`src/rtl/pport_pkg.sv`:
```
package pport_pkg;

    // register addresses
    localparam logic [1:0] ADDR_CFG  = 2'd0;
    localparam logic [1:0] ADDR_DATA = 2'd1;
    localparam logic [1:0] ADDR_EVT  = 2'd2;
    localparam logic [1:0] ADDR_MASK = 2'd3;

    // configuration field positions
    localparam int CFG_DIR_BIT  = 0;
    localparam int CFG_MODE_LSB = 1;
    localparam int CFG_HOST_BIT = 3;
    localparam int CFG_PW_LSB   = 8;

    // handshake mode encodings
    localparam logic [1:0] MODE_ILOCK = 2'b00;
    localparam logic [1:0] MODE_PULSE = 2'b01;

    // event bit positions
    localparam int EV_RX  = 0;
    localparam int EV_TX  = 1;
    localparam int EV_OVR = 2;
    localparam int EV_W   = 3;

    typedef enum logic [2:0] {
        ST_IDLE,
        ST_RX_FULL,
        ST_RX_ACK_HOLD,
        ST_RX_ACK_PULSE,
        ST_TX_STB_HOLD,
        ST_TX_STB_PULSE,
        ST_TX_WAIT_ACK
    } hs_state_e;

endpackage

```
`src/rtl/pport_sync.sv`:
```
module pport_sync #(
    parameter int STAGES = 2
) (
    input  logic clk,
    input  logic rst_n,
    input  logic async_in,
    output logic lvl,
    output logic fell
);
    logic [STAGES-1:0] chain_q;
    logic              prev_q;

    genvar g;
    generate
        for (g = 0; g < STAGES; g++) begin : g_stage
            if (g == 0) begin : g_first
                always_ff @(posedge clk or negedge rst_n) begin
                    if (!rst_n) chain_q[0] <= 1'b1;
                    else        chain_q[0] <= async_in;
                end
            end else begin : g_rest
                always_ff @(posedge clk or negedge rst_n) begin
                    if (!rst_n) chain_q[g] <= 1'b1;
                    else        chain_q[g] <= chain_q[g-1];
                end
            end
        end
    endgenerate

    always_ff @(posedge clk or negedge rst_n) begin
        if (!rst_n) prev_q <= 1'b1;
        else        prev_q <= chain_q[STAGES-1];
    end

    assign lvl  = chain_q[STAGES-1];
    assign fell = prev_q & ~chain_q[STAGES-1];
endmodule

```
`src/rtl/pport_evt.sv`:
```
module pport_evt #(
    parameter int EW = 3
) (
    input  logic          clk,
    input  logic          rst_n,
    input  logic [EW-1:0] set_bits,
    input  logic          clr_we,
    input  logic [EW-1:0] clr_bits,
    input  logic [EW-1:0] mask,
    output logic [EW-1:0] ev,
    output logic          irq
);
    logic [EW-1:0] ev_d;

    always_comb begin
        ev_d = ev;
        if (clr_we) ev_d = ev_d & ~clr_bits;
        // a fresh event outranks a clear on the same edge
        ev_d = ev_d | set_bits;
    end

    always_ff @(posedge clk or negedge rst_n) begin
        if (!rst_n) ev <= '0;
        else        ev <= ev_d;
    end

    assign irq = |(ev & mask);
endmodule

```
`src/rtl/pport_hs_fsm.sv`:
```
module pport_hs_fsm
    import pport_pkg::*;
#(
    parameter int PW_W = 8
) (
    input  logic            clk,
    input  logic            rst_n,
    input  logic            active,
    input  logic            tx_dir,
    input  logic            pulsed,
    input  logic [PW_W-1:0] pw_eff,
    input  logic            stb_fall,
    input  logic            stb_high,
    input  logic            data_rd,
    input  logic            data_wr,
    output logic            stb_out_n,
    output logic            rx_take,
    output logic            tx_go,
    output logic            tx_done,
    output logic            ovr_hit
);
    hs_state_e       st_q, st_d;
    logic [PW_W-1:0] cnt_q;
    logic            load_cnt;

    // next state and transition strobes
    always_comb begin
        st_d     = st_q;
        load_cnt = 1'b0;
        rx_take  = 1'b0;
        tx_go    = 1'b0;
        tx_done  = 1'b0;
        ovr_hit  = 1'b0;
        if (!active) begin
            st_d = ST_IDLE;
        end else begin
            ovr_hit = data_wr & tx_dir & (st_q != ST_IDLE);
            unique case (st_q)
                ST_IDLE: begin
                    if (tx_dir) begin
                        if (data_wr) begin
                            tx_go    = 1'b1;
                            load_cnt = 1'b1;
                            st_d     = pulsed ? ST_TX_STB_PULSE : ST_TX_STB_HOLD;
                        end
                    end else if (stb_fall) begin
                        rx_take = 1'b1;
                        st_d    = ST_RX_FULL;
                    end
                end
                ST_RX_FULL: begin
                    if (data_rd) begin
                        load_cnt = 1'b1;
                        st_d     = pulsed ? ST_RX_ACK_PULSE : ST_RX_ACK_HOLD;
                    end
                end
                ST_RX_ACK_HOLD: begin
                    if (stb_high) st_d = ST_IDLE;
                end
                ST_RX_ACK_PULSE: begin
                    if (cnt_q == '0) st_d = ST_IDLE;
                end
                ST_TX_STB_HOLD: begin
                    if (stb_fall) begin
                        tx_done = 1'b1;
                        st_d    = ST_IDLE;
                    end
                end
                ST_TX_STB_PULSE: begin
                    if (cnt_q == '0) st_d = ST_TX_WAIT_ACK;
                end
                ST_TX_WAIT_ACK: begin
                    if (stb_fall) begin
                        tx_done = 1'b1;
                        st_d    = ST_IDLE;
                    end
                end
                default: st_d = ST_IDLE;
            endcase
        end
    end

    // state register
    always_ff @(posedge clk or negedge rst_n) begin
        if (!rst_n) st_q <= ST_IDLE;
        else        st_q <= st_d;
    end

    // pulse length counter
    always_ff @(posedge clk or negedge rst_n) begin
        if (!rst_n)            cnt_q <= '0;
        else if (load_cnt)     cnt_q <= pw_eff - 1'b1;
        else if (cnt_q != '0)  cnt_q <= cnt_q - 1'b1;
    end

    // outputs from state
    always_comb begin
        stb_out_n = 1'b1;
        if (st_q inside {ST_RX_ACK_HOLD, ST_RX_ACK_PULSE,
                         ST_TX_STB_HOLD, ST_TX_STB_PULSE})
            stb_out_n = 1'b0;
    end
endmodule

```
`src/rtl/pport_hs_ctrl.sv`:
```
module pport_hs_ctrl
    import pport_pkg::*;
#(
    parameter int DW          = 8,
    parameter int RW          = 16,
    parameter int PW_W        = 8,
    parameter int SYNC_STAGES = 2
) (
    input  logic          clk,
    input  logic          rst_n,
    input  logic [1:0]    bus_addr,
    input  logic          bus_wr,
    input  logic          bus_rd,
    input  logic [RW-1:0] bus_wdata,
    output logic [RW-1:0] bus_rdata,
    input  logic [DW-1:0] pd_in,
    output logic [DW-1:0] pd_out,
    output logic          pd_oe,
    input  logic          stb_in_n,
    output logic          stb_out_n,
    output logic          irq
);
    localparam logic [PW_W-1:0] PW_ONE = PW_W'(1);

    logic            cfg_dir, cfg_host;
    logic [1:0]      cfg_mode;
    logic [PW_W-1:0] cfg_pw;
    logic [EV_W-1:0] mask_q;
    logic [EV_W-1:0] ev;
    logic [DW-1:0]   rx_q, tx_q;

    logic wr_cfg, wr_data, wr_evt, wr_mask, rd_data;
    logic active, pulsed;
    logic [PW_W-1:0] pw_eff;
    logic stb_lvl, stb_fall;
    logic rx_take, tx_go, tx_done, ovr_hit;
    logic unused_wbits;

    assign wr_cfg  = bus_wr && (bus_addr == ADDR_CFG);
    assign wr_data = bus_wr && (bus_addr == ADDR_DATA);
    assign wr_evt  = bus_wr && (bus_addr == ADDR_EVT);
    assign wr_mask = bus_wr && (bus_addr == ADDR_MASK);
    assign rd_data = bus_rd && (bus_addr == ADDR_DATA);

    assign unused_wbits = ^bus_wdata[CFG_PW_LSB-1:CFG_HOST_BIT+1];

    assign active = cfg_host && ((cfg_mode == MODE_ILOCK) || (cfg_mode == MODE_PULSE));
    assign pulsed = (cfg_mode == MODE_PULSE);
    assign pw_eff = (cfg_pw == '0) ? PW_ONE : cfg_pw;

    always_ff @(posedge clk or negedge rst_n) begin
        if (!rst_n) begin
            cfg_dir  <= 1'b0;
            cfg_host <= 1'b0;
            cfg_mode <= 2'b00;
            cfg_pw   <= '0;
        end else if (wr_cfg) begin
            cfg_dir  <= bus_wdata[CFG_DIR_BIT];
            cfg_host <= bus_wdata[CFG_HOST_BIT];
            cfg_mode <= bus_wdata[CFG_MODE_LSB +: 2];
            cfg_pw   <= bus_wdata[CFG_PW_LSB +: PW_W];
        end
    end

    always_ff @(posedge clk or negedge rst_n) begin
        if (!rst_n)       mask_q <= '0;
        else if (wr_mask) mask_q <= bus_wdata[EV_W-1:0];
    end

    always_ff @(posedge clk or negedge rst_n) begin
        if (!rst_n) begin
            rx_q <= '0;
            tx_q <= '0;
        end else begin
            if (rx_take) rx_q <= pd_in;
            if (tx_go)   tx_q <= bus_wdata[DW-1:0];
        end
    end

    pport_sync #(.STAGES(SYNC_STAGES)) u_sync (
        .clk      (clk),
        .rst_n    (rst_n),
        .async_in (stb_in_n),
        .lvl      (stb_lvl),
        .fell     (stb_fall)
    );

    pport_hs_fsm #(.PW_W(PW_W)) u_fsm (
        .clk       (clk),
        .rst_n     (rst_n),
        .active    (active),
        .tx_dir    (cfg_dir),
        .pulsed    (pulsed),
        .pw_eff    (pw_eff),
        .stb_fall  (stb_fall),
        .stb_high  (stb_lvl),
        .data_rd   (rd_data),
        .data_wr   (wr_data),
        .stb_out_n (stb_out_n),
        .rx_take   (rx_take),
        .tx_go     (tx_go),
        .tx_done   (tx_done),
        .ovr_hit   (ovr_hit)
    );

    logic [EV_W-1:0] ev_set;
    always_comb begin
        ev_set         = '0;
        ev_set[EV_RX]  = rx_take;
        ev_set[EV_TX]  = tx_done;
        ev_set[EV_OVR] = ovr_hit;
    end

    pport_evt #(.EW(EV_W)) u_evt (
        .clk      (clk),
        .rst_n    (rst_n),
        .set_bits (ev_set),
        .clr_we   (wr_evt),
        .clr_bits (bus_wdata[EV_W-1:0]),
        .mask     (mask_q),
        .ev       (ev),
        .irq      (irq)
    );

    always_comb begin
        bus_rdata = '0;
        unique case (bus_addr)
            ADDR_CFG: begin
                bus_rdata[CFG_DIR_BIT]             = cfg_dir;
                bus_rdata[CFG_MODE_LSB +: 2]       = cfg_mode;
                bus_rdata[CFG_HOST_BIT]            = cfg_host;
                bus_rdata[CFG_PW_LSB +: PW_W]      = cfg_pw;
            end
            ADDR_DATA: bus_rdata[DW-1:0]   = rx_q;
            ADDR_EVT:  bus_rdata[EV_W-1:0] = ev;
            ADDR_MASK: bus_rdata[EV_W-1:0] = mask_q;
            default:   bus_rdata = '0;
        endcase
    end

    assign pd_out = tx_q;
    assign pd_oe  = cfg_dir;
endmodule

```
`config.mk`:
```
export PLATFORM = sky130hd
export DESIGN_NAME = pport_hs_ctrl
export DESIGN_NICKNAME = d
export VERILOG_FILES = /design/src/rtl/pport_pkg.sv /design/src/rtl/pport_sync.sv /design/src/rtl/pport_evt.sv /design/src/rtl/pport_hs_fsm.sv /design/src/rtl/pport_hs_ctrl.sv
export SDC_FILE = /design/constraint.sdc
export NUM_CORES = 1
export LEC_CHECK = 0
export CORE_MARGIN = 5
export CORE_UTILIZATION = 67
export CTS_CLUSTER_DIAMETER = 40
export DETAILED_ROUTE_END_ITERATION = 6
export DONT_BUFFER_PORTS = 1
export PLACE_DENSITY = 0.92
export SLEW_MARGIN = 20
export SYNTH_ARGS = -nofsm -noshare
export SYNTH_HDL_FRONTEND = slang
export SYNTH_SLANG_ARGS = --single-unit
```
`constraint.sdc`:
```
create_clock -name clk -period 6.7 [get_ports clk]
set_input_delay 1.34 -clock clk [delete_from_list [all_inputs] [get_ports clk]]
set_output_delay 1.34 -clock clk [all_outputs]
set_load 0.02 [all_outputs]
```
# --- After elaboration in Yosys (flattened, before gate mapping) ---
# Cells that the tools add are included.
word_totals:
  regBits: 48
  inputBits: 31
  wordCells: 94
op_classes:
  add_sub_neg: 2
  eq_ne: 17
  n_mux: 35
  bitwise_logic: 8
  n_reduce_logical: 19
op_table:
  columns: ["operator", "count"]
  rows:
  - ["two-way mux 8 bit", 4]
  - ["two-way mux 3 bit", 10]
  - ["one-hot mux 3 bit (6 select lines)", 1]
  - ["zero test 8 bit", 2]
  - ["two-way mux 1 bit", 16]
  - ["subtractor 8 x 1 -> 8 bit (second input constant)", 2]
  - ["inequality test 3 bit (second input constant)", 5]
  - ["one-hot mux 3 bit (4 select lines)", 1]
  - ["equality test 3 bit (second input constant)", 3]
  - ["inequality test 4 bit (second input constant)", 2]
  - ["nonzero test 8 bit", 1]
  - ["AND reduction 7 bit", 1]
  - ["AND 3 bit", 2]
  - ["equality test 3 x 2 -> 1 bit (second input constant)", 2]
  - ["logical AND 1 bit", 6]
  - ["equality test 2 x 1 -> 1 bit (second input constant)", 2]
  - ["equality test 2 bit (second input constant)", 2]
  - ["zero test 2 bit", 2]
  - ["two-way mux 4 bit", 1]
  - ["one-hot mux 1 bit (2 select lines)", 2]
  - ["nonzero test 4 bit", 1]
  - ["AND 1 bit", 3]
  - ["equality test 3 x 1 -> 1 bit (second input constant)", 1]
  - ["zero test 3 bit", 1]
  - ["other kinds (8)", 8]

# --- Logic depth before layout (Yosys ltp) ---
logic_depth:
  word_depth: 7
  ltp_mapped: 9
  depth_no_buf: 8

# --- Cells and area by module ---
# A second synthesis with hierarchy kept.
unflattened:
  hier_cells: 216
  area_unflattened_um2: 2640.0
modules_own_cells:
  columns: ["module", "instances", "cells_per_inst", "area_per_inst_um2", "seq_area_each_um2"]
  rows:
  - ["pport_hs_ctrl", 1, 104, 1496.4, 775.7]
  - ["pport_hs_fsm", 1, 97, 928.4, 275.3]
  - ["pport_evt", 1, 11, 122.6, 75.1]
  - ["pport_sync", 1, 4, 92.6, 78.8]

# --- Least setup slack after synthesis ---
# No wires, ideal clock.
synth_timing:
  kind: "input-to-output"
  start: "in bus_addr[0]"
  end: "out bus_rdata[1]"
  arrival_time_ns: 2.114
  t_required_ns: 5.360
  slack_ns: 3.246
  path_stages: 2
  path_buffers: 1
  path_cell_list: "buf_2 mux4_2"
synth_between:
  elab_chain_cells: 2
  elab_cells_between_ends: 5
synth_lines:
  columns: ["item", "line_no", "text"]
  rows:
  - ["from (decl)", "pport_hs_ctrl.sv:11", "input logic [1:0] bus_addr,"]
  - ["equality test 2 bit, or another cell as far along", "pport_hs_ctrl.sv:127", "unique case (bus_addr)"]
  - ["one-hot mux 3 bit (4 select lines) *", "pport_hs_ctrl.sv:127", null]
  - ["to (decl)", "pport_hs_ctrl.sv:15", "output logic [RW-1:0] bus_rdata,"]
# Every way passes the cells marked *; elsewhere a longest branch is shown, timed or not.

# --- Worst setup path after layout ---
layout_timing:
  start: "in bus_addr[0]"
  end: "reg u_fsm.cnt_q[4]"
layout_between:
  elab_chain_cells: 7
  elab_cells_between_ends: 10
layout_lines:
  columns: ["item", "line_no", "text"]
  rows:
  - ["equality test 2 x 1 -> 1 bit *", "pport_hs_ctrl.sv:40, pport_hs_ctrl.sv:43", null]
  - ["logical AND 1 bit", "pport_hs_ctrl.sv:40", "assign wr_data = bus_wr && (bus_addr == ADDR_DATA);"]
  - ["two-way mux 1 bit", "pport_hs_fsm.sv:41", "if (data_wr) begin"]
  - ["two-way mux 1 bit", "pport_hs_fsm.sv:40", "if (tx_dir) begin"]
  - ["one-hot mux 1 bit (2 select lines) *", "pport_hs_fsm.sv:38", "unique case (st_q)"]
  - ["two-way mux 1 bit *", "pport_hs_fsm.sv:34", "if (!active) begin"]
  - ["two-way mux 8 bit or nonzero test 2 bit (tied branches)", null, null]
  - ["to (signal assigned)", "pport_hs_fsm.sv:92", "else if (load_cnt) cnt_q <= pw_eff - 1'b1;"]
  - ["to (signal assigned)", "pport_hs_fsm.sv:93", "else if (cnt_q != '0) cnt_q <= cnt_q - 1'b1;"]
  - ["to (decl)", "pport_hs_fsm.sv:23", "logic [PW_W-1:0] cnt_q;"]
# Marks and branches as above.
# A chain may end at the register's enable or synchronous reset.

==> out/results.ini <==
[critical_path]
startpoint_type=input port
cp.required_ns=6.85
path_class=input port to flop
crit_fanout=14
cp.arrival_ns=3.61
endpoint_kind=flop

[timing]
fin_ws_ns=3.24
rsz0062_at_grt=no
setup_viol=0
hold_slack_ns=0.362
finalHoldViolations=0
fmax_ghz=0.289
fin_crit_ns=3.46
fin_setup_tns_ns=0
maxSlewViolCount=0
finalClockSkew_ns=0.00708
fin_crit_sh_pct=51.7
slew-limit-headroom_pct=28.5
worst_pin_slew_ns=1.07

[final_layout]
final_common_cell=dfrtp_1
final_cell_mix=dfrtp_1, mux2_2, nor2_1, and2_1, nand2_1
finalInstanceArea_mm2=0.00263
insertedDiodeCount=0
n_fill_cell=256
layout.nets=239
drive_gt1_share_pct=26.6
area_delta_synth_final_pct=5.58

[global_routing]
grt_overflow=0
grt_max_degree=49
grt_pass1_wl_um=9160
grt_pass1_vias=1765
grt_antenna_before_repair=0
grt.total_usage_pct=23.5

[power]
peakVddDrop_v=0.000216
seqPwrFrac_pct=49.2
swShare_pct=33.7
pwr_density_cell_mw_per_mm2=378
clockPowerShare_pct=24.4
switchingPower_uw=335
combPwrFrac_pct=26.4
leakage_uw=0.00111
p_int_uw=659

[place]
gp_congestion=0.883
place_area_mm2=0.00250
dp_slack_ns=2.93
numPortBuffers=0
hpwl_um=3980

[flow_run]
cap_viol_max_count=0

[cts]
clock_path_buffers=2
cts_max_level=2
numCtsBuffers=5
cts_resized=0
clk-insertion-delay-late_ns=0.32
cts_tree=done
cts_setup_buffers=0
clk_pin_slew_ns=0.08
cts.sink_count=48
cts_root_buf=clkbuf_8
hold_buffers=0

[synthesis]
yosysWarnings=0
syn_inst=208
syn-mean-instance-area_um2=12.0
synth_edf_count=0
ys_async_sr_fraction_pct=100
syn_area_mm2=0.00249
ys_seq_area_share_pct=48.4
syn_nets=240
ys.flop_type=dfrtp_1
ys_types=61
yosys_register_bits=48

[floorplanning]
die_h_um=71.0
die_w_um=71.0
die-area_mm2=0.00504
start_util_pct=68.6
fp-row-count=22
ios=58
core_area_mm2=0.00363

[route]
viasPerCell=6.75
drt_pass1_iterations=5
ant_nets=0
drt-initial-drc-count=246
drcViolationCount=0
postRouteWirelength_um=5480
vias=1720
routedWlPerCell_um=21.5

[worst_hold_path]
holdCritPathClass=flop to flop

[outcome]
status=completed

## power by group through the flow
stage               sequential (µW)  clock [µW]  combinational [µW]
floorplan                       459           0                 229
global placement                483           0                 240
detailed placement              491           0                 259
CTS                             487         245                 262
global route                    502         258                 287
finish                          489         243                 262
## registers in the layout, summed over array words and instances, names as in the netlist, 2 cells and up
| name | flops |
|---|---|
| pd_out | 8 |
| cfg_mode | 2 |
| u_fsm.cnt_q | 8 |
| u_evt.ev | 3 |
| mask_q | 3 |
| u_fsm.st_q | 3 |
| rx_q | 8 |
| cfg_pw | 8 |
## path summary, 6_finish.rpt
| check | end | from | cells after the start | slack [ns] |
|---|---|---|---|---|
| setup / recovery | u_fsm.cnt_q[4] | bus_addr[0] | 8 | 3.24 |
| max in group asynchronous | u_sync.lvl | rst_n | 0 | 5.81 |
| setup reg to reg | u_fsm.cnt_q[4] | pd_oe | 8 | 3.59 |
| min in group asynchronous | u_fsm.cnt_q[0] | rst_n | 0 | 0.71 |
| hold reg to reg | u_sync.lvl | u_sync.chain_q[0] | 0 | 0.36 |
| hold / removal | u_sync.lvl | u_sync.chain_q[0] | 0 | 0.36 |
## layout make-up
cell class                      instances  area (µm²)  area share [%]
Inverter                                3        11.3           0.428
Sequential cell                        48        1200            45.8
Clock inverter                          2        60.1            2.28
Tap cell                               48        60.1            2.28
Clock buffer                            5        68.8            2.62
Multi-Input combinational cell        149        1220            46.6
## routing by layer
| metal | global-route usage [%] | vias to the layer above | part of all wire, % |
|---|---|---|---|
| met5 | 0 | - | 0 |
| met4 | 10.2 | 0 | 2.8 |
| met3 | 10.1 | 17 | 7.2 |
| met2 | 37.6 | 67 | 51 |
| met1 | 27.5 | 873 | 39 |
| li1 | - | 763 | - |
## critical path, stage by stage
cell and delay, ns:
nor2b_2 0.23, o2111ai_1 0.56, or3_1 0.57, nand2_1 0.09, ha_1 0.25, nor3b_1 0.30, xnor2_1 0.17, o22ai_1 0.10
## synth_stat cells, drive strengths merged, types with 2 or more instances
cell | number | area share, %
a21oi | 2 | 0.40
a32o | 2 | 0.80
and2 | 14 | 3.5
and3 | 3 | 0.75
buf | 7 | 1.9
dfrtp | 45 | 45
dfstp | 3 | 3.2
inv | 3 | 0.45
mux2 | 32 | 14
mux2i | 6 | 2.4
mux4 | 3 | 2.7
nand2 | 10 | 1.5
nand2b | 2 | 0.60
nand3 | 3 | 0.60
nand3b | 3 | 0.90
nor2 | 16 | 2.5
nor2b | 3 | 0.85
nor3 | 3 | 0.80
nor4 | 3 | 1.4
nor4b | 2 | 0.70
o2111ai | 2 | 0.70
o21ai | 2 | 0.40
o22ai | 3 | 0.75
or3 | 2 | 0.70
or4bb | 2 | 0.95
xnor2 | 4 | 1.4
xor2 | 3 | 1.1
## cell families after synthesis
group / after synthesis / share of synthesized area, %
AND/OR/NAND/NOR: 74 / 18.3
AO/OA/AOI/OAI: 26 / 8.29
flip-flops: 48 / 48.4
XOR/XNOR: 7 / 2.46
adder cells (fa/ha/maj): 1 / 0.502
multiplexers: 41 / 19.6
buffers and inverters: 11 / 2.46
## stage by stage
step	utilization, %	power (µW)	instances
global placement	68.8	723	248
finish	72.4	994	255
detailed placement	68.8	750	248
CTS	72.4	994	255
global route	72.4	1050	255
floorplan	-	688	208
Power figures use the tool's default switching activity.
